==> config.mk <==
export PLATFORM = sky130hd
export DESIGN_NAME = radio_wake_seq
export DESIGN_NICKNAME = d
export VERILOG_FILES = /design/src/rtl/radio_wake_pkg.sv /design/src/rtl/settle_timer.sv /design/src/rtl/lock_pulse.sv /design/src/rtl/radio_wake_seq.sv
export SDC_FILE = /design/constraint.sdc
export NUM_CORES = 1
export LEC_CHECK = 0
export ABC_CLOCK_PERIOD_IN_PS = 6650
export BUFFER_PORTS_ARGS = -buffer_cell sky130_fd_sc_hd__buf_2
export CAP_MARGIN = 30
export CORE_ASPECT_RATIO = 1.25
export CORE_UTILIZATION = 55
export CTS_CLUSTER_SIZE = 14
export DETAILED_ROUTE_END_ITERATION = 12
export MAX_ROUTING_LAYER = met4
export PLACE_DENSITY = 0.75
export REMOVE_ABC_BUFFERS = 1
export SETUP_SLACK_MARGIN = 0.5
export SLEW_MARGIN = 20
export SYNTH_ARGS = -nofsm -noshare
export SYNTH_HDL_FRONTEND = slang
export SYNTH_SLANG_ARGS = --single-unit
export TNS_END_PERCENT = 10
==> constraint.sdc <==
create_clock -name clk -period 6.65 [get_ports clk]
set_clock_uncertainty 0.2 [all_clocks]
set_input_delay 1.33 -clock clk [delete_from_list [all_inputs] [get_ports clk]]
set_output_delay 1.33 -clock clk [all_outputs]
set_load 0.01 [all_outputs]
==> src/rtl/radio_wake_pkg.sv <==
package radio_wake_pkg;

    typedef enum logic [3:0] {
        ST_SLEEP = 4'd0,
        ST_XOSC  = 4'd1,
        ST_OSCT  = 4'd2,
        ST_TUNE  = 4'd3,
        ST_HOLD  = 4'd4,
        ST_IDLE  = 4'd5,
        ST_AREG  = 4'd6,
        ST_PLL   = 4'd7,
        ST_RX    = 4'd8
    } seq_state_e;

    typedef enum logic [1:0] {
        CMD_NOP  = 2'd0,
        CMD_IDLE = 2'd1,
        CMD_PLL  = 2'd2,
        CMD_RX   = 2'd3
    } cmd_e;

    typedef struct packed {
        logic osc;
        logic ftn;
        logic bgdv;
        logic areg;
        logic pll;
    } blk_en_t;

    // Oscillator is running and the transceiver reset may act
    function automatic logic osc_running(seq_state_e s);
        return s inside {ST_TUNE, ST_HOLD, ST_IDLE, ST_AREG, ST_PLL, ST_RX};
    endfunction

    function automatic blk_en_t enables_of(seq_state_e s);
        blk_en_t e;
        e.osc  = (s != ST_SLEEP);
        e.ftn  = (s == ST_TUNE);
        e.bgdv = osc_running(s);
        e.areg = s inside {ST_AREG, ST_PLL, ST_RX};
        e.pll  = s inside {ST_PLL, ST_RX};
        return e;
    endfunction

endpackage

==> src/rtl/settle_timer.sv <==
module settle_timer #(
    parameter int W = 9
) (
    input  logic         clk,
    input  logic         rst,
    input  logic         restart,
    input  logic         tick,
    input  logic [W-1:0] len,
    output logic         done
);
    logic [W-1:0] cnt_q;

    always_ff @(posedge clk) begin
        if (rst || restart) cnt_q <= '0;
        else if (tick)      cnt_q <= cnt_q + 1'b1;
    end

    // done marks the tick that completes the programmed length
    assign done = tick && (cnt_q == len - 1'b1);
endmodule

==> src/rtl/lock_pulse.sv <==
module lock_pulse (
    input  logic clk,
    input  logic rst,
    input  logic pll_en,
    input  logic pll_lock,
    output logic irq
);
    logic lock_q, fired_q;

    always_ff @(posedge clk) begin
        if (rst) begin
            lock_q  <= 1'b0;
            fired_q <= 1'b0;
            irq     <= 1'b0;
        end else begin
            lock_q <= pll_lock;
            irq    <= pll_en && pll_lock && !lock_q && !fired_q;
            if (!pll_en)                          fired_q <= 1'b0;
            else if (pll_lock && !lock_q)         fired_q <= 1'b1;
        end
    end
endmodule

==> src/rtl/radio_wake_seq.sv <==
module radio_wake_seq
    import radio_wake_pkg::*;
#(
    parameter int T_OSC  = 256,
    parameter int T_BG   = 128,
    parameter int T_AREG = 16
) (
    input  logic       clk,
    input  logic       rst,
    input  logic       tick_us,
    input  logic       por_evt,
    input  logic       slp_pin,
    input  logic       chip_rst_n,
    input  logic       cmd_valid,
    input  logic [1:0] cmd_code,
    input  logic       osc_ready,
    input  logic       pll_lock,
    output logic       osc_en,
    output logic       ftn_en,
    output logic       bgdv_en,
    output logic       areg_en,
    output logic       pll_en,
    output logic [3:0] state_code,
    output logic       lock_irq
);
    localparam int TMAX = (T_OSC > T_BG) ? ((T_OSC > T_AREG) ? T_OSC : T_AREG)
                                         : ((T_BG > T_AREG) ? T_BG : T_AREG);
    localparam int TW = $clog2(TMAX + 1);
    localparam logic [TW-1:0] LEN_OSC  = TW'(T_OSC);
    localparam logic [TW-1:0] LEN_BG   = TW'(T_BG);
    localparam logic [TW-1:0] LEN_AREG = TW'(T_AREG);

    seq_state_e   st_q, st_d;
    logic         por_q, por_d;
    logic         rx_tgt_q, rx_tgt_d;
    logic [TW-1:0] len_sel;
    logic         tmr_done, tmr_restart, hw_reset;
    logic         go_idle, go_pll, go_rx;
    blk_en_t      en;

    assign go_idle  = cmd_valid && (cmd_code == CMD_IDLE);
    assign go_pll   = cmd_valid && (cmd_code == CMD_PLL);
    assign go_rx    = cmd_valid && (cmd_code == CMD_RX);
    assign hw_reset = !chip_rst_n && osc_running(st_q);

    always_comb begin
        case (st_q)
            ST_OSCT: len_sel = LEN_OSC;
            ST_TUNE: len_sel = LEN_BG;
            default: len_sel = LEN_AREG;
        endcase
    end

    always_comb begin
        st_d     = st_q;
        por_d    = por_q;
        rx_tgt_d = rx_tgt_q;
        if (por_evt) begin
            st_d  = ST_XOSC;
            por_d = 1'b1;
        end else if (hw_reset) begin
            st_d  = ST_TUNE;
            por_d = 1'b0;
        end else begin
            case (st_q)
                ST_SLEEP: if (!slp_pin) begin
                    st_d  = ST_XOSC;
                    por_d = 1'b0;
                end
                ST_XOSC:  if (osc_ready) st_d = ST_OSCT;
                ST_OSCT:  if (tmr_done)  st_d = ST_TUNE;
                ST_TUNE:  if (tmr_done)  st_d = por_q ? ST_HOLD : ST_IDLE;
                ST_HOLD:  if (go_idle)   st_d = ST_IDLE;
                ST_IDLE: begin
                    if (slp_pin) st_d = ST_SLEEP;
                    else if (go_pll || go_rx) begin
                        st_d     = ST_AREG;
                        rx_tgt_d = go_rx;
                    end
                end
                ST_AREG:  if (tmr_done) st_d = rx_tgt_q ? ST_RX : ST_PLL;
                ST_PLL: begin
                    if (go_idle)    st_d = ST_IDLE;
                    else if (go_rx) st_d = ST_RX;
                end
                ST_RX: begin
                    if (go_idle)     st_d = ST_IDLE;
                    else if (go_pll) st_d = ST_PLL;
                end
                default: st_d = ST_SLEEP;
            endcase
        end
    end

    assign tmr_restart = (st_d != st_q) || hw_reset;

    always_ff @(posedge clk) begin
        if (rst) begin
            st_q     <= ST_SLEEP;
            por_q    <= 1'b0;
            rx_tgt_q <= 1'b0;
        end else begin
            st_q     <= st_d;
            por_q    <= por_d;
            rx_tgt_q <= rx_tgt_d;
        end
    end

    settle_timer #(.W(TW)) tmr_i (
        .clk     (clk),
        .rst     (rst),
        .restart (tmr_restart),
        .tick    (tick_us),
        .len     (len_sel),
        .done    (tmr_done)
    );

    assign en         = enables_of(st_q);
    assign osc_en     = en.osc;
    assign ftn_en     = en.ftn;
    assign bgdv_en    = en.bgdv;
    assign areg_en    = en.areg;
    assign pll_en     = en.pll;
    assign state_code = st_q;

    lock_pulse lk_i (
        .clk      (clk),
        .rst      (rst),
        .pll_en   (en.pll),
        .pll_lock (pll_lock),
        .irq      (lock_irq)
    );
endmodule

# Word level (Yosys, flattened, before mapping)
# Index checks and enable logic that the tools add are counted.
dict set report totals {
  ff_bits 18
  in_bits 11
  wordCells 73
}
dict set report op_classes {
  add_sub_neg 2
  eq_ne 14
  muxes 22
  bitwise 4
  reduce_logical 24
}
# op count
set ops {}
lappend ops {{$mux W4} 15}
lappend ops {{$pmux W4 S9} 1}
lappend ops {{$pmux W9 S2} 1}
lappend ops {{$eq A4 B3 Y1 const B} 4}
lappend ops {{$add A9 B1 Y9 const B} 1}
lappend ops {{$eq A9 B9 Y1} 1}
lappend ops {{$logic_and A1 B1 Y1} 9}
lappend ops {{$sub A9 B1 Y9 const B} 1}
lappend ops {{$eq A4 B2 Y1 const B} 2}
lappend ops {{$reduce_bool A3 Y1} 2}
lappend ops {{$reduce_bool A6 Y1} 1}
lappend ops {{$mux W1} 5}
lappend ops {{$reduce_and A5 Y1} 1}
lappend ops {{$eq A2 B2 Y1 const B} 2}
lappend ops {{$eq A4 B1 Y1 const B} 1}
lappend ops {{$eq A4 B4 Y1 const B} 1}
lappend ops {{$logic_not A4 Y1} 1}
lappend ops {{$ne A4 B4 Y1} 1}
lappend ops {{$not A1 Y1} 4}
lappend ops {{$reduce_bool A4 Y1} 1}
lappend ops {{$logic_not A1 Y1} 3}
lappend ops {{$logic_or A1 B1 Y1} 3}
lappend ops {{$ne A3 B2 Y1 const B} 1}
lappend ops {{$eq A2 B1 Y1 const B} 1}
lappend ops {{other kinds (3)} 3}

# Longest topological paths before layout
dict set report depth {
  word_depth 12
  mapped_depth 9
  depth_no_buf 8
}

# Hierarchy
# Synthesis repeated with hierarchy kept, for this count alone.
dict set report unflattened {
  cells_unflattened 180
  area_unflattened_um2 1514.0
}
# module n_inst cells_per_inst area_per_inst_um2 seq_area_each_um2
set by_module_without_submodules {}
lappend by_module_without_submodules {radio_wake_seq 1 88 710.7 120.1}
lappend by_module_without_submodules {settle_timer 1 83 694.4 180.2}
lappend by_module_without_submodules {lock_pulse 1 9 108.9 60.1}

# Least setup slack after synthesis
# No wires, ideal clock.
dict set report synth_timing {
  path_kind {input -> register}
  startpoint {in cmd_code[1]}
  endpoint {reg tmr_i.cnt_q[0]}
  setup_time_ps 66
  arrival_ps 2816
  path_slack_ps 3568
  stages 7
  n_path_buf 0
  path_cell_list {o21a_1 -> o21ai_0 -> o221ai_1 -> or3_1 -> o2111ai_1 -> o2111ai_4 -> nor2_1}
}
dict set report synth_between {
  elab_chain_len 11
}
# element line
set synth_rtl {}
lappend synth_rtl {{from (decl)} radio_wake_seq.sv:15} ;# input logic [1:0] cmd_code,
lappend synth_rtl {{$eq A2 B2 Y1, on equally long branches} {radio_wake_seq.sv:42, radio_wake_seq.sv:43}}
lappend synth_rtl {{$logic_and A1 B1 Y1, on equally long branches} {radio_wake_seq.sv:42, radio_wake_seq.sv:43}}
lappend synth_rtl {{$logic_or A1 B1 Y1} radio_wake_seq.sv:76} ;# else if (go_pll || go_rx) begin
lappend synth_rtl {{$mux W4} radio_wake_seq.sv:76}
lappend synth_rtl {{$mux W4} radio_wake_seq.sv:75} ;# if (slp_pin) st_d = ST_SLEEP;
lappend synth_rtl {{$pmux W4 S9 (*)} radio_wake_seq.sv:65} ;# case (st_q)
lappend synth_rtl {{$mux W4 (*)} radio_wake_seq.sv:61} ;# end else if (hw_reset) begin
lappend synth_rtl {{$mux W4 (*)} radio_wake_seq.sv:58} ;# if (por_evt) begin
lappend synth_rtl {{$ne A4 B4 Y1 (*)} radio_wake_seq.sv:95} ;# assign tmr_restart = (st_d != st_q) || hw_reset;
lappend synth_rtl {{$logic_or A1 B1 Y1 (*)} radio_wake_seq.sv:95}
lappend synth_rtl {{$logic_or A1 B1 Y1 (*)} settle_timer.sv:14} ;# if (rst || restart) cnt_q <= '0;
lappend synth_rtl {{to (signal assigned)} settle_timer.sv:15} ;# else if (tick) cnt_q <= cnt_q + 1'b1;
lappend synth_rtl {{to (decl)} settle_timer.sv:11} ;# logic [W-1:0] cnt_q;
# Mark *: on every way between the ends. The rest lies on a longest branch, timed or not.
# A chain may end at the register's enable or synchronous reset.

# Worst setup path in the final report
dict set report layout_timing {
  startpoint {reg st_q[3], in the netlist state_code[3]}
  endpoint {out areg_en}
}
dict set report layout_between {
  elab_chain_len 2
}
# element line
set layout_rtl {}
lappend layout_rtl {{from (decl)} radio_wake_seq.sv:33} ;# seq_state_e st_q, st_d;
lappend layout_rtl {{from (signal assigned)} radio_wake_seq.sv:103} ;# st_q <= st_d;
lappend layout_rtl {{$eq A4 B3 Y1 or $eq A4 B4 Y1 (tied branches)} radio_wake_pkg.sv:40} ;# e.areg = s inside {ST_AREG, ST_PLL, ST_RX};
lappend layout_rtl {{$reduce_bool A3 Y1 (*)} radio_wake_pkg.sv:40}
lappend layout_rtl {{to (decl)} radio_wake_seq.sv:21} ;# output logic areg_en,
# Marked as above.

==> results.sh <==
export IMPL_status="completed"
export IMPL_endpoint_kind="output port"
export IMPL_max_freq_mhz=290
export IMPL_area_growth_pct=9.52
export IMPL_post_cts_repair_setup_buffers=0
export IMPL_synth_most_common_cell="nor2_1"
export IMPL_path_max_fanout=15
export IMPL_start_kind="flip-flop"
export IMPL_hold_violations=0
export IMPL_synth_seq_cells=18
export IMPL_min_to="lk_i.irq$_SDFF_PP0_"
export IMPL_final_nets=192
export IMPL_min_period_over_period=0.518
export IMPL_holdWs_ns=0.228
export IMPL_timing_final_ws_setup_ns=3.21
export IMPL_ant_nets=0
export IMPL_dp_hpwl_mm=2.24
export IMPL_clockBufferDepth=2
export IMPL_r2r_cells=7
export IMPL_rsz0062_at_grt="false"
export IMPL_critical_path_arrival_ns=1.91
export IMPL_via_count=1272
export IMPL_grt_pass1_wl_mm=5.01
export IMPL_fp_row_count=18
export IMPL_max_cap_violations=0
export IMPL_rr_startpoint="state_code[1]$_SDFF_PP0_"
export IMPL_portBuffers=20
export IMPL_power_leakage_nw=0.542
export IMPL_numClockSinks=18
export IMPL_dr_pass1_iters=4
export IMPL_crit_type="reg -> out"
export IMPL_async_flop_share=0
export IMPL_synth_top_area_cell="dfxtp_1"
export IMPL_grt_max_degree=20
export IMPL_fin_cells=208
export IMPL_synth_edf_count=0
export IMPL_die_y_um=55.3
export IMPL_antenna_found_initial=0
export IMPL_min_from="lk_i.fired_q$_SDFFE_PP0P_"
export IMPL_setup_viol=0
export IMPL_yosysSeqAreaShare=0.289
export IMPL_drt_vias_per_instance=6.12
export IMPL_first_iter_violations=50
export IMPL_cts_buffers=3
export IMPL_diodes=0
export IMPL_ys_top_cells_by_count="nor2_1 (24), dfxtp_1 (18), nand2_1 (14)"
export IMPL_cts_hold_buf=0
export IMPL_netlist_top_cells_area="dfxtp_1 (29%), nor2_1 (7.2%), nand2_1 (4.2%)"
export IMPL_yosysUniqueCellTypes=49
export IMPL_place_gp_congestion=0.970
export IMPL_power_mw=0.205
export IMPL_synth_top_area_frac=0.289
export IMPL_grt_pass1_vias=1189
export IMPL_wl_per_cell_um=14.1
export IMPL_r2r_end="tmr_i.cnt_q[6]$_SDFFE_PP0P_"
export IMPL_cts_root_buf="clkbuf_4"
export IMPL_path_clk_slew_ns=0.09
export IMPL_worstPathRequired_ns=5.12
export IMPL_post_place_cells=205
export IMPL_worst_skew_pair_late_latency_ns=0.29
export IMPL_grt_overflow_total=0
export IMPL_synth_area_mm2=0.00125
export IMPL_yosysWarnings=0
export IMPL_power_density_mw_per_mm2=150
export IMPL_ff2ff_setup_slack_ns=3.80
export IMPL_whs_path_depth=1
export IMPL_cts_repair_resized=0
export IMPL_finalWirelength_mm=2.94
export IMPL_syn_inst=162
export IMPL_chipWidth_um=44.6
export IMPL_drv_slew=0
export IMPL_ioPinCount=21
export IMPL_grt_usage=0.265
export IMPL_drc_errors=0
export IMPL_syn_avg_cell_area_um2=7.71
export IMPL_hp_class="reg -> reg"
export IMPL_initial_core_util=0.609
export IMPL_core_area_mm2=0.00205
export IMPL_dp_slack_ns=3.15
export IMPL_cts_tree="yes"
export IMPL_h_tree_depth=1
export IMPL_fin_crit_ns=3.44
export IMPL_drive_gt1_frac=0.180
export IMPL_fillers=175
export IMPL_ir_worst_vdd_mv=0.115
export IMPL_synth_flop_cell="dfxtp_1"
export IMPL_dieArea_mm2=0.00247
export IMPL_tightest_slew_ns=0.639
export IMPL_fin_setup_tns_ns=0
export IMPL_relSlewSlack=0.573
critical path, stage by stage, from the launching register on:
cell     delay (ns)
dfxtp_1        0.64
nor4b_1        0.57
nor2_2         0.19
nand2_1        0.10
buf_2          0.13
through the flow:
step	instance area, um^2	util
2_1_floorplan	1210	-
3_3_place_gp	1350	0.656
3_5_place_dp	1350	0.656
4_1_cts	1370	0.667
5_1_grt	1370	0.667
6_report	1370	0.667
worst max path at each step:
stage,end,startpoint,slack [ns]
after floorplan,tmr_i.cnt_q[0]$_SDFFE_PP0P_,cmd_code[1],3.57
after global placement,tmr_i.cnt_q[7]$_SDFFE_PP0P_,tick_us,3.23
after detailed placement,tmr_i.cnt_q[6]$_SDFFE_PP0P_,tick_us,3.15
after CTS,areg_en,state_code[3]$_SDFF_PP0_,3.26
after global routing,areg_en,state_code[3]$_SDFF_PP0_,3.10
final,areg_en,state_code[3]$_SDFF_PP0_,3.21
sequential cells by signal, summed over array words and instances, names as in the netlist:
signal / cells
lk_i.fired_q: 1
lk_i.irq: 1
lk_i.lock_q: 1
por_q: 1
rx_tgt_q: 1
state_code: 4
tmr_i.cnt_q: 9
metal layers:
layer  part of all wire  up-vias  GRT usage
met4              0.030        0      0.130
li1                   -      618          -
met2               0.49       58      0.412
met3              0.062       12     0.0425
met5                  0        -          -
met1               0.42      584      0.326
cell families after synthesis:
group / after synthesis / synth area share
muxes: 3 / 0.0240
DFF: 18 / 0.289
adders and majority gates: 1 / 0.0100
buffers and inverters: 16 / 0.0601
and+or+nand+nor: 83 / 0.363
xor gates and xnor gates: 8 / 0.0561
AOI/OAI and AO/OA: 33 / 0.198
report_power, final:
group | switching (mW) | total, mW | leakage [nW] | internal (mW)
clock network | 0.0314 | 0.0525 | 0.0138 | 0.0210
registers | 0.00543 | 0.115 | 0.146 | 0.110
logic | 0.0213 | 0.0369 | 0.382 | 0.0156
layout by cell type, fill, tap and decap left out, types with 2 or more instances in the layout:
cell	synthesis	layout
nor2_1	24	24
a211oi_1	2	2
nor3_1	6	6
nand2b_1	2	2
clkbuf_4	0	3
dfxtp_1	18	18
a31oi_1	2	2
mux2i_1	3	3
and2_1	2	2
nor4_1	3	3
xnor2_1	5	5
nand3_1	5	5
and3_1	3	3
inv_1	9	9
nand4_1	2	2
nand2_1	14	14
nor4b_1	3	3
buf_2	3	20
o31a_1	2	2
xor2_1	3	3
a21oi_1	7	7
o31ai_1	2	2
o22ai_1	2	2
nor3b_1	2	2
o21ai_0	5	5
nor2b_1	5	5
or3_1	4	4
area by class of cell:
| class | instances | area (um^2) | area share |
|---|---|---|---|
| inverters | 9 | 33.8 | 0.0247 |
| multi-input cells | 128 | 813 | 0.595 |
| clock buffers | 3 | 22.5 | 0.0165 |
| repair buffers | 20 | 100 | 0.0732 |
| flip-flops and latches | 18 | 360 | 0.263 |
| well taps | 30 | 37.5 | 0.0274 |
No activity file was read; power rests on OpenSTA's default activity.
